**src/rtl/twb_pkg.sv**
```systemverilog
package twb_pkg;

  localparam int unsigned BYTE_W = 8;

  // Classification of one host strobe against the previous line levels
  typedef enum logic [2:0] {
    LN_NONE,
    LN_START,
    LN_STOP,
    LN_RISE_SAME,
    LN_RISE_SKEW,
    LN_OTHER
  } line_ev_e;

  // Fixed power-up contents; only non-zero entries are listed
  function automatic logic [BYTE_W-1:0] seed_byte(input logic [7:0] a);
    logic [BYTE_W-1:0] v;
    case (a)
      8'h00: v = 8'h80;  8'h01: v = 8'h08;  8'h02: v = 8'h04;  8'h03: v = 8'h0D;
      8'h04: v = 8'h0A;  8'h05: v = 8'h01;  8'h06: v = 8'h40;
      8'h08: v = 8'h01;  8'h09: v = 8'h75;  8'h0A: v = 8'h54;
      8'h0C: v = 8'h82;  8'h0D: v = 8'h08;  8'h0F: v = 8'h01;
      8'h10: v = 8'h8F;  8'h11: v = 8'h04;  8'h12: v = 8'h02;  8'h13: v = 8'h01;
      8'h14: v = 8'h01;  8'h16: v = 8'h0E;
      8'h1B: v = 8'h14;  8'h1C: v = 8'h0F;  8'h1D: v = 8'h14;  8'h1E: v = 8'h2D;
      8'h1F: v = 8'h40;
      8'h20: v = 8'h15;  8'h21: v = 8'h08;  8'h22: v = 8'h15;  8'h23: v = 8'h08;
      8'h3E: v = 8'h12;  8'h3F: v = 8'hD0;
      8'h7E: v = 8'h64;  8'h7F: v = 8'hF4;
      default: v = '0;
    endcase
    return v;
  endfunction

endpackage

```
**src/rtl/twb_rst_sync.sv**
```systemverilog
module twb_rst_sync #(
  parameter int unsigned STAGES = 2
) (
  input  logic clk,
  input  logic rst_n,
  output logic rst_sync_n
);

  logic [STAGES-1:0] chain_q;
  logic [STAGES-1:0] chain_d;

  always_comb begin
    chain_d = {chain_q[STAGES-2:0], 1'b1};
  end

  always_ff @(posedge clk or negedge rst_n) begin
    if (!rst_n) chain_q <= '0;
    else        chain_q <= chain_d;
  end

  assign rst_sync_n = chain_q[STAGES-1];

endmodule

```
**src/rtl/twb_line_watch.sv**
```systemverilog
module twb_line_watch
  import twb_pkg::*;
(
  input  logic     clk,
  input  logic     rst_n,
  input  logic     stb,
  input  logic     scl_i,
  input  logic     sda_i,
  input  logic     sda_keep,
  output line_ev_e ev,
  output logic     line_sda
);

  logic scl_q, sda_q;
  logic scl_d, sda_d;

  // Classify the strobe against the kept levels
  always_comb begin
    if (!stb) begin
      ev = LN_NONE;
    end else if (scl_q && scl_i && (sda_q != sda_i)) begin
      ev = sda_i ? LN_STOP : LN_START;
    end else if (!scl_q && scl_i) begin
      ev = (sda_q == sda_i) ? LN_RISE_SAME : LN_RISE_SKEW;
    end else begin
      ev = LN_OTHER;
    end
  end

  always_comb begin
    scl_d = scl_q;
    sda_d = sda_q;
    if (stb) begin
      scl_d = scl_i;
      sda_d = sda_keep;
    end
  end

  always_ff @(posedge clk or negedge rst_n) begin
    if (!rst_n) begin
      scl_q <= 1'b1;
      sda_q <= 1'b1;
    end else begin
      scl_q <= scl_d;
      sda_q <= sda_d;
    end
  end

  assign line_sda = sda_q;

  p_hold_r11: assert property (@(posedge clk) disable iff (!rst_n)
    !stb |=> ($stable(sda_q) && $stable(scl_q)));

endmodule

```
**src/rtl/twb_seq.sv**
```systemverilog
module twb_seq
  import twb_pkg::*;
#(
  parameter int unsigned ADDR_W = 8
) (
  input  logic              clk,
  input  logic              rst_n,
  input  line_ev_e          ev,
  input  logic              sda_i,
  output logic              force_low,
  output logic              drive_msb,
  output logic              shift_en,
  output logic              load_en,
  output logic [ADDR_W-1:0] load_addr
);

  localparam int unsigned ACK_AT  = BYTE_W + 1;
  localparam int unsigned LOAD_AT = BYTE_W + ADDR_W + 1;
  localparam int unsigned CNT_W   = $clog2(LOAD_AT + 1);
  localparam logic [CNT_W-1:0] CNT_ONE    = CNT_W'(1);
  localparam logic [CNT_W-1:0] CNT_ACK    = CNT_W'(ACK_AT);
  localparam logic [CNT_W-1:0] CNT_PREACK = CNT_W'(ACK_AT - 1);
  localparam logic [CNT_W-1:0] CNT_PRELD  = CNT_W'(LOAD_AT - 1);

  logic [CNT_W-1:0]  cnt_q, cnt_d;
  logic              ack_q, ack_d;
  logic [BYTE_W-1:0] cmd_q, cmd_d;
  logic [ADDR_W-1:0] adr_q, adr_d;
  logic              idle;
  logic              rise;

  assign idle      = (cnt_q == '0) && !ack_q;
  assign rise      = (ev == LN_RISE_SAME) || (ev == LN_RISE_SKEW);
  assign load_addr = {adr_q[ADDR_W-2:0], sda_i};

  always_comb begin
    cnt_d     = cnt_q;
    ack_d     = ack_q;
    cmd_d     = cmd_q;
    adr_d     = adr_q;
    force_low = 1'b0;
    drive_msb = 1'b0;
    shift_en  = 1'b0;
    load_en   = 1'b0;
    if (ev == LN_START) begin
      cnt_d = CNT_ONE;
      cmd_d = '0;
    end else if (rise && !idle) begin
      if (ack_q) begin
        force_low = 1'b1;
        ack_d     = 1'b0;
      end else if (ev == LN_RISE_SAME) begin
        if (cnt_q < CNT_ACK) begin
          cmd_d = {cmd_q[BYTE_W-2:0], sda_i};
          cnt_d = cnt_q + CNT_ONE;
          if (cnt_q == CNT_PREACK) ack_d = 1'b1;
        end else begin
          drive_msb = cmd_q[0];
          adr_d     = load_addr;
          shift_en  = 1'b1;
          if (cnt_q == CNT_PRELD) begin
            load_en = 1'b1;
            ack_d   = 1'b1;
            cnt_d   = '0;
          end else begin
            cnt_d = cnt_q + CNT_ONE;
          end
        end
      end
    end
  end

  always_ff @(posedge clk or negedge rst_n) begin
    if (!rst_n) begin
      cnt_q <= '0;
      ack_q <= 1'b0;
      cmd_q <= '0;
      adr_q <= '0;
    end else begin
      cnt_q <= cnt_d;
      ack_q <= ack_d;
      cmd_q <= cmd_d;
      adr_q <= adr_d;
    end
  end

  p_start_r2: assert property (@(posedge clk) disable iff (!rst_n)
    (ev == LN_START) |=> (cnt_q == CNT_ONE && cmd_q == '0));

  p_idle_r3: assert property (@(posedge clk) disable iff (!rst_n)
    (idle && ev != LN_START) |=> (cnt_q == '0 && !ack_q && $stable(cmd_q) && $stable(adr_q)));

  p_skew_r4: assert property (@(posedge clk) disable iff (!rst_n)
    (ev == LN_RISE_SKEW && !ack_q) |=> ($stable(cnt_q) && $stable(cmd_q) && $stable(adr_q)));

  p_ack_arm_r5: assert property (@(posedge clk) disable iff (!rst_n)
    (ev == LN_RISE_SAME && !ack_q && cnt_q == CNT_PREACK) |=> (ack_q && cnt_q == CNT_ACK));

  p_ack_clear_r6: assert property (@(posedge clk) disable iff (!rst_n)
    (ack_q && rise) |=> (!ack_q && $stable(cnt_q)));

  p_load_r8: assert property (@(posedge clk) disable iff (!rst_n)
    load_en |=> (cnt_q == '0 && ack_q));

  p_stop_r10: assert property (@(posedge clk) disable iff (!rst_n)
    (ev == LN_STOP) |=> ($stable(cnt_q) && $stable(ack_q)));

endmodule

```
**src/rtl/twb_data_path.sv**
```systemverilog
module twb_data_path
  import twb_pkg::*;
#(
  parameter int unsigned ADDR_W = 8
) (
  input  logic              clk,
  input  logic              rst_n,
  input  logic              shift_en,
  input  logic              load_en,
  input  logic [ADDR_W-1:0] load_addr,
  output logic              data_msb
);

  logic [BYTE_W-1:0] data_q, data_d;
  logic [BYTE_W-1:0] fetched;

  assign fetched = seed_byte(8'(load_addr));

  always_comb begin
    data_d = data_q;
    if (load_en)       data_d = fetched;
    else if (shift_en) data_d = {data_q[BYTE_W-2:0], 1'b0};
  end

  always_ff @(posedge clk or negedge rst_n) begin
    if (!rst_n) data_q <= '0;
    else        data_q <= data_d;
  end

  assign data_msb = data_q[BYTE_W-1];

  p_shift_r7: assert property (@(posedge clk) disable iff (!rst_n)
    (shift_en && !load_en) |=> (data_q == ($past(data_q) << 1)));

endmodule

```
**src/rtl/twb_eeprom_resp.sv**
```systemverilog
module twb_eeprom_resp
  import twb_pkg::*;
#(
  parameter int unsigned ADDR_W = 8
) (
  input  logic clk,
  input  logic rst_n,
  input  logic bus_wr,
  input  logic bus_scl,
  input  logic bus_sda,
  output logic dev_sda
);

  logic              rst_int_n;
  line_ev_e          ev;
  logic              force_low, drive_msb, shift_en, load_en;
  logic [ADDR_W-1:0] load_addr;
  logic              data_msb;
  logic              sda_keep;

  twb_rst_sync #(.STAGES(2)) u_rst (
    .clk       (clk),
    .rst_n     (rst_n),
    .rst_sync_n(rst_int_n)
  );

  // Returned level: forced acknowledge, then read data, else host bit
  always_comb begin
    if (force_low)      sda_keep = 1'b0;
    else if (drive_msb) sda_keep = data_msb;
    else                sda_keep = bus_sda;
  end

  twb_line_watch u_watch (
    .clk     (clk),
    .rst_n   (rst_int_n),
    .stb     (bus_wr),
    .scl_i   (bus_scl),
    .sda_i   (bus_sda),
    .sda_keep(sda_keep),
    .ev      (ev),
    .line_sda(dev_sda)
  );

  twb_seq #(.ADDR_W(ADDR_W)) u_seq (
    .clk      (clk),
    .rst_n    (rst_int_n),
    .ev       (ev),
    .sda_i    (bus_sda),
    .force_low(force_low),
    .drive_msb(drive_msb),
    .shift_en (shift_en),
    .load_en  (load_en),
    .load_addr(load_addr)
  );

  twb_data_path #(.ADDR_W(ADDR_W)) u_data (
    .clk      (clk),
    .rst_n    (rst_int_n),
    .shift_en (shift_en),
    .load_en  (load_en),
    .load_addr(load_addr),
    .data_msb (data_msb)
  );

  p_low_r6: assert property (@(posedge clk) disable iff (!rst_int_n)
    force_low |=> !dev_sda);

endmodule

```
**config.mk**
```make
export PLATFORM = sky130hd
export DESIGN_NAME = twb_eeprom_resp
export DESIGN_NICKNAME = d
export VERILOG_FILES = /design/src/rtl/twb_pkg.sv /design/src/rtl/twb_rst_sync.sv /design/src/rtl/twb_line_watch.sv /design/src/rtl/twb_seq.sv /design/src/rtl/twb_data_path.sv /design/src/rtl/twb_eeprom_resp.sv
export SDC_FILE = /design/constraint.sdc
export NUM_CORES = 1
export LEC_CHECK = 0
export BUFFER_PORTS_ARGS = -buffer_cell sky130_fd_sc_hd__buf_4
export CELL_PAD_IN_SITES_DETAIL_PLACEMENT = 0
export CELL_PAD_IN_SITES_GLOBAL_PLACEMENT = 2
export CORE_ASPECT_RATIO = 1.25
export CORE_MARGIN = 2
export CORE_UTILIZATION = 25
export CTS_BUF_LIST = sky130_fd_sc_hd__clkbuf_4 sky130_fd_sc_hd__clkbuf_8 sky130_fd_sc_hd__clkbuf_16
export DETAILED_ROUTE_END_ITERATION = 12
export PLACE_DENSITY = 0.55
export SLEW_MARGIN = 40
export SYNTH_ARGS = -nofsm -noshare
export SYNTH_HDL_FRONTEND = slang
export SYNTH_SLANG_ARGS = --single-unit
```
**constraint.sdc**
```tcl
create_clock -name clk -period 1.03 [get_ports clk]
set_input_delay 0.206 -clock clk [delete_from_list [all_inputs] [get_ports clk]]
set_output_delay 0.206 -clock clk [all_outputs]
set_load 0.1 [all_outputs]
```
==> run metrics <==
CP Class register to register; antenna violations before repair 0; area grow syn2layout 79.0%; hpwl dp roughly 4300 um; launching point of the worst reg2reg path u_seq.cnt_q[0]; routability cong. roughly 0.85; RSZ-0062 raised after global routing yes; Core ar. approximately 6600 um2; Die W 78.4 um; skew final slightly above 0.01 ns; register bit total from synthesis 26; crit start category register; vias in the first global route 1992; post-route cell area 3100 um2; worst setup path start u_seq.cnt_q[0]; FMAX approximately 560 MHz; Synth area leader dfrtp_1; Pleak 1.29 nW; diode count 0; Synth cell types about 50; GRT Total Usage 0.167; Post-Syn Nets approximately 220; H-Tree Level Count 1; CTS Buf Count 3; final WL 6320 um; status complete, but fails checks; Clock Latency Late Sink just under 0.3 ns; minimum clock period around 1.8 ns; drt wl/cell ~17 um; Avg Synthesized Cell Area ~8.4 um2; Clock Pin Slew Worst Setup and Hold Paths ~0.11 ns; Async SR Flop Fraction 1.00; Post-Syn Area between 1500 and 2000 um2; final setup margin -0.768 ns; clock sink count 26; grt total ovfl 0; setup tns final -14.28 ns; layout net count 301; buffers added on ports 5; clk root buf clkbuf_8; Iter 0 DRT Violations 41; CTS tree done; failing checks setup timing; Hold/Removal Path Class primary input to register; vias per cell ~5; post-route clock period utilization 1.75; drt pass-1 iters 4; arrival time at the worst endpoint roughly 2 ns; global-route wire length before repair roughly 10000 um; maxcap violations 0; crit path cell chain inv_2 > ha_4 > nor3b_4 > buf_4 > buf_6 > nand3_4 > or4_4 > o21ai_2; Post-synth top cells nand2_1 (25), dfrtp_1 (24), nand3_1 (14), inv_1 (13), o21ai_0 (13); Initial Util 0.260; ANT nets after route 0; prevailing post-synth register cell dfrtp_1; IO Pins 6; Yosys top cell area share 0.347; largest net degree at the start of global routing 25; # setup viols final 24; number of synthesized flops with an enable pin 0; CP max stage cell or4_4; row count 33; Hold Startpoint bus_wr; final slew viol count 0; crit end category register; final hold viol count 0; worst hold slack 0.177 ns; worst-path maximum fanout 2; most frequent cell after synthesis nand2_1; Ys Warns 0; largest cells by area after synthesis dfrtp_1 (35%), nand2_1 (5.4%), ha_1 (5.1%); Post-route DRC 0; Syn Inst Count ~210; die area roughly 7600 um2; CP required ~1.3 ns; Largest stage delay, worst path 0.48 ns; Die Y around 97 um; PD cells roughly 2300 nW/um2; worst vdd ir 1130 uV; register area share after synthesis 0.378; Util after Layout 0.466; CTS Buffer Depth 2; post-placement cell area about 2400 um2; ratio of cells with drive above 1 in the final layout 0.611; via count 1871
flip-flops by register name, indices dropped and copies added, names as in the netlist:
name,count
u_watch.line_sda,1
u_seq.ack_q,1
u_seq.cmd_q,1
u_seq.adr_q,7
u_seq.cnt_q,5
u_data.data_q,8
u_rst.chain_q,2
u_watch.scl_q,1
where the power goes:
| part | switching (mW) | leakage (nW) | internal, mW | total [mW] |
|---|---|---|---|---|
| sequential | 0.415 | 0.321 | 1.35 | 1.76 |
| clock | 0.402 | 0.0357 | 0.522 | 0.923 |
| combinational | 2.14 | 0.931 | 2.39 | 4.53 |
worst max-delay path, delay by kind of cell (launching register included):
| family | cells | cell delay, ns |
|---|---|---|
| AND/OR/NAND/NOR | 3 | 0.76 |
| flip-flops | 1 | 0.41 |
| buffers and inverters | 3 | 0.32 |
| adder cells (fa/ha/maj) | 1 | 0.14 |
| AO/OA/AOI/OAI | 1 | 0.11 |
path summary, 6_finish.rpt:
check | endpoint | slack, ns | cells past startpoint
min | u_watch.scl_q | 0.18 | 3
min in group asynchronous | u_rst.chain_q[1] | 0.23 | 2
max reg2reg | u_data.data_q[0] | -0.77 | 8
max | u_data.data_q[0] | -0.77 | 8
min reg2reg | u_seq.adr_q[1] | 0.24 | 1
max in group asynchronous | u_watch.scl_q | 0.48 | 1
per-stage QoR:
step,setup slack [ns],power (mW),instances
global placement,-0.822,4.76,351
CTS,-0.748,6.55,368
detailed placement,-0.832,4.81,351
finish,-0.768,7.21,375
floorplan,-0.880,3.20,207
global route,-0.843,7.71,375
cell usage in the layout (no fill, tap or decap), types with 2 or more instances in the layout:
| cell | count |
|---|---|
| nand3_1 | 9 |
| o21ai_0 | 4 |
| or4_4 | 2 |
| nand2_4 | 6 |
| nand2_2 | 6 |
| o211ai_1 | 6 |
| a21oi_2 | 6 |
| o311ai_2 | 2 |
| or3_4 | 2 |
| a21oi_1 | 4 |
| nor2_4 | 2 |
| nand2_1 | 12 |
| buf_4 | 73 |
| ha_4 | 3 |
| a22o_1 | 4 |
| inv_2 | 4 |
| inv_1 | 9 |
| nor2b_1 | 4 |
| o21ai_1 | 3 |
| clkbuf_8 | 3 |
| a2111oi_2 | 2 |
| dfrtp_1 | 22 |
| nand3_2 | 5 |
| nor2_1 | 8 |
| nor3_1 | 3 |
| mux2i_1 | 3 |
| a31oi_1 | 3 |
| a22oi_2 | 2 |
| nor4_1 | 2 |
| buf_6 | 13 |
| o21ai_2 | 10 |
| ha_2 | 3 |
| buf_12 | 4 |
| dfrtp_2 | 2 |
| a32oi_1 | 2 |
| and2_4 | 2 |
layer usage:
| metal | GRT usage | up-vias | wire, um |
|---|---|---|---|
| met2 | 0.334 | 25 | 3600 |
| li1 | - | 911 | - |
| met3 | 0.00653 | 13 | 62 |
| met4 | 0.0526 | 0 | 172 |
| met5 | 0 | - | 0 |
| met1 | 0.185 | 922 | 2480 |
cell type report:
cell class / count / area, um2
fillers: 632 / 3550
well taps: 87 / 109
clock inverters: 1 / 30.0
multi-input cells: 152 / 1370
repair buffers: 93 / 837
flip-flops and latches: 26 / 659
clock buffers: 3 / 41.3
inverters: 13 / 48.8
cells by family (layout without fill, tap and decap cells):
family	after synthesis	count (layout)	share of synthesized area
other	1	1	0.00217
XOR/XNOR	3	3	0.0152
buffers and inverters	29	110	0.0731
AO/OA/AOI/OAI	61	61	0.234
adder cells (fa/ha/maj)	7	7	0.0506
flip-flops	26	26	0.378
multiplexers	4	4	0.0232
AND/OR/NAND/NOR	76	76	0.224
what timing repair did:
item / 4_1_cts / 5_1_grt
pin swaps: 21 / 29
buffers inserted: 11 / 11
hold buffers: 1 / 0
endpoints found under the hold margin: 2 / 0
setup endpoints to repair: 24 / 24
gates resized for setup: 73 / 53
cloned: 2 / 0
No activity file was read; power rests on OpenSTA's default activity.
